<file path="src/rtl/flo_pkg.sv">
package flo_pkg;

   function automatic int unsigned default_offset(input logic [1:0] code);
      case (code)
         2'b00:   return 8;
         2'b01:   return 16;
         default: return 64;
      endcase
   endfunction

endpackage

</file>
<file path="src/rtl/flo_serial_loader.sv">
module flo_serial_loader #(
   parameter int OFS_W = 12
) (
   input  logic             clk,
   input  logic             clr,
   input  logic             en,
   input  logic             din,
   output logic             commit,
   output logic [OFS_W-1:0] ae_new,
   output logic [OFS_W-1:0] af_new
);
   localparam int TOTAL = 2 * OFS_W;
   localparam int CNT_W = $clog2(TOTAL);
   localparam logic [CNT_W-1:0] LAST = CNT_W'(TOTAL - 1);

   logic [TOTAL-2:0] shreg;
   logic [CNT_W-1:0] cnt;
   logic [TOTAL-1:0] word;

   assign word   = {shreg, din};
   assign commit = en && (cnt == LAST);
   assign ae_new = word[TOTAL-1:OFS_W];
   assign af_new = word[OFS_W-1:0];

   always_ff @(posedge clk) begin
      if (clr) begin
         cnt   <= '0;
         shreg <= '0;
      end else if (en) begin
         cnt   <= (cnt == LAST) ? '0 : cnt + 1'b1;
         shreg <= word[TOTAL-2:0];
      end
   end

   // the bit count only moves on enabled cycles
   a_r8_hold_count: assert property (@(posedge clk) disable iff (clr)
      !en |=> $stable(cnt));

endmodule

</file>
<file path="src/rtl/flo_parallel_loader.sv">
module flo_parallel_loader #(
   parameter int OFS_W  = 12,
   parameter int DATA_W = 80
) (
   input  logic              clk,
   input  logic              clr,
   input  logic              en,
   input  logic [DATA_W-1:0] data,
   output logic              commit,
   output logic [OFS_W-1:0]  ae_new,
   output logic [OFS_W-1:0]  af_new
);
   logic             second;
   logic [OFS_W-1:0] stage;

   assign commit = en && second;
   assign ae_new = stage;
   assign af_new = data[OFS_W-1:0];

   always_ff @(posedge clk) begin
      if (clr) begin
         second <= 1'b0;
         stage  <= '0;
      end else if (en) begin
         second <= !second;
         if (!second) stage <= data[OFS_W-1:0];
      end
   end

endmodule

</file>
<file path="src/rtl/flag_offset_loader.sv">
module flag_offset_loader #(
   parameter int DEPTH  = 4096,
   parameter int DATA_W = 80,
   localparam int OFS_W = $clog2(DEPTH)
) (
   input  logic              clk,
   input  logic              mrst,
   input  logic              prst,
   input  logic [1:0]        dflt_sel,
   input  logic              ser_mode,
   input  logic              ser_en,
   input  logic              ser_din,
   input  logic              wr_en,
   input  logic [DATA_W-1:0] wr_data,
   output logic [OFS_W-1:0]  ae_ofs,
   output logic [OFS_W-1:0]  af_ofs
);
   import flo_pkg::*;

   if (DEPTH < 128) begin : g_bad_depth
      $error("flag_offset_loader: DEPTH must hold the largest default offset");
   end
   if (DATA_W < OFS_W) begin : g_bad_width
      $error("flag_offset_loader: DATA_W narrower than offset width");
   end

   logic             mode_q;
   logic             clr;
   logic             s_commit, p_commit;
   logic [OFS_W-1:0] s_ae, s_af, p_ae, p_af;
   logic [OFS_W-1:0] dflt;

   assign clr  = mrst || prst;
   assign dflt = OFS_W'(default_offset(dflt_sel));

   flo_serial_loader #(.OFS_W(OFS_W)) u_ser (
      .clk(clk), .clr(clr), .en(mode_q && ser_en), .din(ser_din),
      .commit(s_commit), .ae_new(s_ae), .af_new(s_af)
   );

   flo_parallel_loader #(.OFS_W(OFS_W), .DATA_W(DATA_W)) u_par (
      .clk(clk), .clr(clr), .en(!mode_q && wr_en), .data(wr_data),
      .commit(p_commit), .ae_new(p_ae), .af_new(p_af)
   );

   always_ff @(posedge clk) begin
      if (mrst) begin
         mode_q <= ser_mode;
         ae_ofs <= dflt;
         af_ofs <= dflt;
      end else if (!prst) begin
         if (s_commit) begin
            ae_ofs <= s_ae;
            af_ofs <= s_af;
         end else if (p_commit) begin
            ae_ofs <= p_ae;
            af_ofs <= p_af;
         end
      end
   end

   // a master reset leaves both offsets equal
   a_r1_equal_defaults: assert property (@(posedge clk)
      mrst |=> (ae_ofs == af_ofs));

   // load method only changes at a master reset
   a_r2_mode_kept: assert property (@(posedge clk) disable iff (mrst)
      1'b1 |=> $stable(mode_q));

   // no completed load, no change at the outputs
   a_r4_hold_outputs: assert property (@(posedge clk) disable iff (mrst)
      (!s_commit && !p_commit) |=> ($stable(ae_ofs) && $stable(af_ofs)));

   // only one loader can complete in a cycle
   a_r7_one_loader: assert property (@(posedge clk) disable iff (mrst)
      $onehot0({s_commit, p_commit}));

endmodule

</file>
<file path="config.mk">
export PLATFORM = sky130hd
export DESIGN_NAME = flag_offset_loader
export DESIGN_NICKNAME = d
export VERILOG_FILES = /design/src/rtl/flo_pkg.sv /design/src/rtl/flo_serial_loader.sv /design/src/rtl/flo_parallel_loader.sv /design/src/rtl/flag_offset_loader.sv
export SDC_FILE = /design/constraint.sdc
export NUM_CORES = 1
export LEC_CHECK = 0
export BUFFER_PORTS_ARGS = -buffer_cell sky130_fd_sc_hd__clkbuf_2
export CORE_AREA = 2 2 103 105
export DETAILED_ROUTE_END_ITERATION = 10
export DIE_AREA = 0 0 105 107
export MAX_ROUTING_LAYER = met4
export PLACE_DENSITY_LB_ADDON = 0.15
export REMOVE_ABC_BUFFERS = 1
export SLEW_MARGIN = 20
export SYNTH_ARGS = -nofsm -noshare
export SYNTH_HDL_FRONTEND = slang
export SYNTH_HIERARCHICAL = 1
export SYNTH_SLANG_ARGS = --single-unit
export TNS_END_PERCENT = 100
</file>
<file path="constraint.sdc">
create_clock -name clk -period 2.85 [get_ports clk]
set_input_delay 0.285 -clock clk [delete_from_list [all_inputs] [get_ports clk]]
set_output_delay 0.285 -clock clk [all_outputs]
set_load 0.005 [all_outputs]
</file>
## Word level (Yosys, flattened, before mapping)

Cells that the tools add are included.

| word-level totals | value |
|---|---|
| flip-flop bits (word level) | 66 |

| cells by class | value |
|---|---|
| add/sub/neg operators | 1 |
| equal/unequal tests | 3 |
| muxes and demuxes | 10 |
| bitwise operators | 1 |
| reductions and logical operators | 11 |

Operators by type and width:

| cell | number |
|---|---|
| 12-bit two-way mux | 8 |
| 7-bit one-hot mux with 2 select lines | 1 |
| 5-bit by 1-bit adder with 5-bit output (second input constant) | 1 |
| 5-bit == test (second input constant) | 1 |
| 5-bit two-way mux | 1 |
| 1-bit logical AND | 4 |
| 2-bit AND reduction | 2 |
| 3-bit nonzero test | 1 |
| 2-bit by 1-bit == test with 1-bit output (second input constant) | 1 |
| 1-bit logical NOT | 2 |
| 2-bit logical NOT | 1 |
| 2-bit != test (second input constant) | 1 |
| 1-bit logical OR | 1 |
| 1-bit NOT | 1 |

## Depth between registers and ports, before layout

| logic depth | value |
|---|---|
| word-level depth | 7 |
| gate-level depth with buffers | 8 |

## By module

The synthesis kept the hierarchy.

Modules (own cells, without submodules):

| module | instances | cells an instance | area an instance (µm²) | sequential area each (µm²) |
|---|---|---|---|---|
| flag_offset_loader | 1 | 86 | 1213.7 | 750.7 |
| flo_serial_loader | 1 | 97 | 1034.7 | 560.5 |
| flo_parallel_loader | 1 | 70 | 729.4 | 260.2 |

## Worst setup path before layout

No wires, ideal clock.

| path | value |
|---|---|
| kind | flip-flop to flip-flop |
| start | register mode_q |
| end | register ae_ofs[0], enable pin |
| library setup time | 0.410 ns |
| arrival time | 2.593 ns |
| data required time | 2.440 ns |
| slack | -0.153 ns |
| stages on the path, launching flop included | 9 |
| cells stage by stage | edfxtp_1 and2_1 buf_6 nand3_2 nor3b_1 buf_6 buf_4 nor2_1 o21bai_1 |

RTL lines:

| what | RTL line | text |
|---|---|---|
| start: declaration | flag_offset_loader.sv:27 | `logic mode_q;` |
| start signal: assignment | flag_offset_loader.sv:48 | `mode_q <= ser_mode;` |
| 1-bit logical AND | flag_offset_loader.sv:37 | `.clk(clk), .clr(clr), .en(mode_q && ser_en), .din(ser_din),` |
| 1-bit logical AND | flo_serial_loader.sv:21 | `assign commit = en && (cnt == LAST);` |
| net s_commit | flag_offset_loader.sv:29 | `logic s_commit, p_commit;` |
| 3-bit nonzero test (no line) | - |  |
| 2-bit AND reduction (no line) | - |  |
| end signal: assignment | flag_offset_loader.sv:49 | `ae_ofs <= dflt;` |
| end signal: assignment | flag_offset_loader.sv:56 | `ae_ofs <= p_ae;` |
| end: declaration | flag_offset_loader.sv:15 | `output logic [OFS_W-1:0] ae_ofs,` |

The timed path passes the listed nets, and every way through them passes these cells.
A chain may end at the register's enable or synchronous reset.

## Worst setup path in the final report

| path | value |
|---|---|
| start | register u_ser.cnt[0] |
| end | register af_ofs[7], enable pin |

| between the ends | value |
|---|---|
| longest elaborated chain between the ends | 4 |

RTL lines:

| what | RTL line | text |
|---|---|---|
| start: declaration | flo_serial_loader.sv:17 | `logic [CNT_W-1:0] cnt;` |
| start signal: assignment | flo_serial_loader.sv:30 | `cnt <= (cnt == LAST) ? '0 : cnt + 1'b1;` |
| 5-bit == test | flo_serial_loader.sv:21 |  |
| 1-bit logical AND | flo_serial_loader.sv:21 |  |
| net s_commit | flag_offset_loader.sv:29 |  |
| 3-bit nonzero test (no line) | - |  |
| 2-bit AND reduction (no line) | - |  |
| end signal: assignment | flag_offset_loader.sv:50 | `af_ofs <= dflt;` |
| end signal: assignment | flag_offset_loader.sv:57 | `af_ofs <= p_af;` |
| end: declaration | flag_offset_loader.sv:16 | `output logic [OFS_W-1:0] af_ofs` |

The timed path passes the listed nets, and every way through them passes these cells.

==> metrics list <==
- In this run the vertical extent of the chip is 107 um.
- Net load switching power: 0.000438 W
- Across all register-to-register paths, the minimum setup slack is 0.72 ns.
* Residual antenna-violating net count after detailed routing: 0
- During I/O placement, the number of pins put on the boundary was 113.
- Count of nets after finishing: 375
* Synth-to-Final Area Change: 14.1%
* Worst-Margin Slew: 0.904 ns
- Synthesis inferred 66 register bits.
- Worst slew slack as a fraction of its limit: 39.8%
- Pwr dens: 550 nW/um^2
* Upper clock frequency limit: 0.469 GHz
* Total clock sinks: 66
* Series of cell instances along the critical path: ha_1 -> nand3_2 -> nor3b_2 -> buf_4 -> nor2_1 -> o21bai_2 -> buf_12
- Max Fanout on Critical Path: 20
- Total power draw: 0.00187 W
- Internal power component: 0.00143 W
* Total area of multi-input combinational cells: 1200 sq um
- Number of max-cap violations: 0
* Number of global-route vias before repair: 1829
* Largest clock skew in the final design: 0.00983 ns
- Summing every instance area after synthesis gives 2980 sq um.
- In the routed layout, each cell is associated on average with a via count of 4.39.
- Die Span X: 105 um
- Across the VDD grid, the largest voltage drop is 201 uV.
- Entering global routing, the biggest net connects 54 pins.
- In the final layout, flip-flops and latches occupy 1570 sq um.
* Number of buffers created by CTS: 9
- Critical path required time: 2.89 ns
- Counting every instance in the synthesized netlist gives 253.
* Input/output buffers: 44
* Placer congestion estimate: 0.683
- Mapped Avg Cell Area: 11.8 sq um
- Largest delay share family, worst path: buffers and inverters
- The number of gates resized after CTS was 0.
- Run status: finished, final reports clean
* Hpwl dp: 3770 um
- Relative contribution of sequential cells to total power: 54.3%
- FP Rows: 37
- Total iterations of the first detailed-routing run: 4
* Final routed wire length divided by cell count: 14.2 um
- The total area inside the core boundary comes to 10100 sq um.
* Post-route clock period utilization: 74.7%
- Data arrives at the worst endpoint at 2.17 ns.
- The worst setup path is launched from a flip-flop.
* Synth async-reset ratio: 0%
- Fraction of the yosys area taken by sequential cells: 52.8%
- Clock network power share: 37.8%
* Share of the synthesized area in the top cell type: 27.6%
- Crit path buffers/inverters: 2
- Synthesis instantiated 31 different standard cells from the library.
* Number of enable flip-flop cells after synthesis: 25
* Unrepaired setup endpoints after global routing: false
- Min Tclk post-route: 2.13 ns
* Initial standard-cell utilization of the core: 29.5%
- The post-route netlist has 29.7% of its cells at a drive strength greater than 1.
- Worst setup slack before clock tree synthesis: 0.700 ns
- Most used flip-flop cell after synthesis: sky130_fd_sc_hd__dfxtp_1
- During synthesis, Yosys emitted a total of 6 warnings.
* Clock transition at the registers of the reported paths: 0.07 ns
* Total setup violations reported at the end of the flow: 0
* Hold Violations, Final: 0
- Diodes inserted: 0
* Crit path max-delay cell type: sky130_fd_sc_hd__dfxtp_1
* Hold-fix buffers at CTS: 0
- Post-Route Setup TNS: 0 ns
* Maximum single-stage delay on the critical path: 0.38 ns
* DR DRC count: 0
- Synth top area cells: sky130_fd_sc_hd__dfxtp_1 (28%), sky130_fd_sc_hd__edfxtp_1 (25%), sky130_fd_sc_hd__mux2i_1 (15%)
- H-tree levels: 3
* Critical path class: reg -> reg
- In the global route stage, overall resource usage came out at 11.8%.
* Global-route wire length before repair: 9680 um
* Clock insertion delay at the later pin of the skew report: 0.34 ns
- Crit path capture type: flip-flop
- The min-delay analysis places its worst path in the category in -> reg.
- Routed wire length: 6050 um
- Buffers from clock root to sink, at most: 2
- The die covers 11200 sq um.
- After layout, the worst setup slack is 0.720 ns.
- Summed over all layers, the global routing overflow is 0.
- In this run the clock root is driven by a sky130_fd_sc_hd__clkbuf_8.
- Number of antenna violations at the first check in global routing: 0
- Buffers added to address setup during post-CTS repair amount to 0.
- Of the total power, the share spent switching nets is 23.4%.
- Count of vias placed by the detailed router: 1870
- Summed over all instances, the cell type with the most area after synthesis is sky130_fd_sc_hd__dfxtp_1.
- Count of routing violations after the opening detailed-route iteration: 72
* Leakage power: 1.24 nW
- Final-report max-slew violation count: 0
- After filler insertion, the fill cell instance count of the layout stands at 1079.
- Relative contribution of combinational cells to total power: 7.9%
- TritonCTS built the clock tree.
-- logic make-up (layout without fill, tap and decap cells) --
group                    Yosys count  in the layout  synth area share [%]
AND/OR/NAND/NOR                   83             83                  15.9
multiplexers                      52             52                  18.0
AO/OA/AOI/OAI                     17             17                  4.37
XOR/XNOR                           4              4                  1.18
flip-flops                        66             66                  52.8
buffers and inverters             30             67                  7.35
adder cells (fa/ha/maj)            1              1                 0.420
-- stage by stage --
| step | hold slack (ns) | std cells | utilization, % | instance area [sq um] |
|---|---|---|---|---|
| 3_5_place_dp | 0.463 | 410 | 31.9 | 3220 |
| 2_1_floorplan | 0.384 | 223 | - | 2760 |
| 6_report | 0.123 | 426 | 33.7 | 3400 |
| 3_3_place_gp | 0.455 | 410 | 31.9 | 3220 |
| 5_1_grt | 0.116 | 426 | 33.7 | 3400 |
| 4_1_cts | 0.106 | 426 | 33.7 | 3400 |
-- power groups by stage --
stage | Sequential (W) | Clock [W] | Combinational, W
4_1_cts | 0.00102 | 0.000730 | 0.000152
3_3_place_gp | 0.00104 | 0 | 0.000152
6_report | 0.00101 | 0.000707 | 0.000148
3_5_place_dp | 0.00104 | 0 | 0.000152
2_1_floorplan | 0.00104 | 0 | 0.0000742
5_1_grt | 0.00102 | 0.000761 | 0.000163
-- Yosys cell counts (2+ instances only) --
master and number:
sky130_fd_sc_hd__buf_2 4, sky130_fd_sc_hd__mux2i_1 46, sky130_fd_sc_hd__dfxtp_1 41, sky130_fd_sc_hd__clkbuf_1 4, sky130_fd_sc_hd__nor3_1 2, sky130_fd_sc_hd__and2_1 2
sky130_fd_sc_hd__mux2_2 4, sky130_fd_sc_hd__o21ai_1 2, sky130_fd_sc_hd__mux2_4 2, sky130_fd_sc_hd__o21a_1 2, sky130_fd_sc_hd__edfxtp_1 25, sky130_fd_sc_hd__buf_6 5
sky130_fd_sc_hd__o21ai_2 10, sky130_fd_sc_hd__xnor2_1 2, sky130_fd_sc_hd__buf_4 17, sky130_fd_sc_hd__xor2_1 2, sky130_fd_sc_hd__nand2b_1 13, sky130_fd_sc_hd__nand4bb_1 12
sky130_fd_sc_hd__nand2_1 2, sky130_fd_sc_hd__nor2_1 45
-- worst reg2reg max path: stages (launching register included) --
cell,delay [ns]
sky130_fd_sc_hd__dfxtp_1,0.38
sky130_fd_sc_hd__ha_1,0.20
sky130_fd_sc_hd__nand3_2,0.11
sky130_fd_sc_hd__nor3b_2,0.19
sky130_fd_sc_hd__buf_4,0.29
sky130_fd_sc_hd__nor2_1,0.09
sky130_fd_sc_hd__o21bai_2,0.34
sky130_fd_sc_hd__buf_12,0.24
-- placed cells by master, fill, tap and decap left out, drive strengths merged --
cell type,synthesis,layout
clkbuf,4,57
ha,1,1
mux2,6,6
o21ai,13,13
nand2,2,2
or3b,1,1
nor2b,2,2
dfxtp,41,41
nand4bb,12,12
nor3b,1,1
nand4,1,1
xnor2,2,2
o21bai,1,1
edfxtp,25,25
nor2,45,45
mux2i,46,46
nand3,1,1
a21oi,1,1
clkinv,0,3
buf,26,7
o21a,2,2
or2,1,1
xor2,2,2
nor3,2,2
nand2b,13,13
and2,2,2
-- area by class of cell --
| class | count | share of cell area (%) |
|---|---|---|
| Sequential cell | 66 | 46.3 |
| Multi-Input combinational cell | 157 | 35.2 |
| Timing Repair Buffer | 51 | 8.40 |
| Tap cell | 136 | 5.01 |
| Clock buffer | 13 | 4.68 |
| Clock inverter | 3 | 0.442 |
-- flip-flops by register name (all words and copies together), names as in the netlist --
name,flops
u_par/second,1
u_ser/cnt,5
u_par/ae_new,12
ae_ofs,12
mode_q,1
u_ser/shreg,23
af_ofs,12
-- worst paths after layout --
check / start / end / depth (start not counted)
setup / recovery: u_ser/cnt[0] / af_ofs[7] / 7
hold / removal: ser_mode / mode_q / 1
setup reg to reg: u_ser/cnt[0] / af_ofs[7] / 7
hold reg to reg: u_par/ae_new[7] / u_par/ae_new[7] / 2
-- metal layers --
layer	part of all wire, %	routed length, um	global-route usage [%]	vias to the layer above
met5	0	0	-	-
met4	2.2	133	6.29	0
met3	3.5	213	2.37	10
met2	44	2660	17.3	40
met1	50	3040	15.3	887
li1	-	-	-	933
Power figures use the tool's default switching activity.
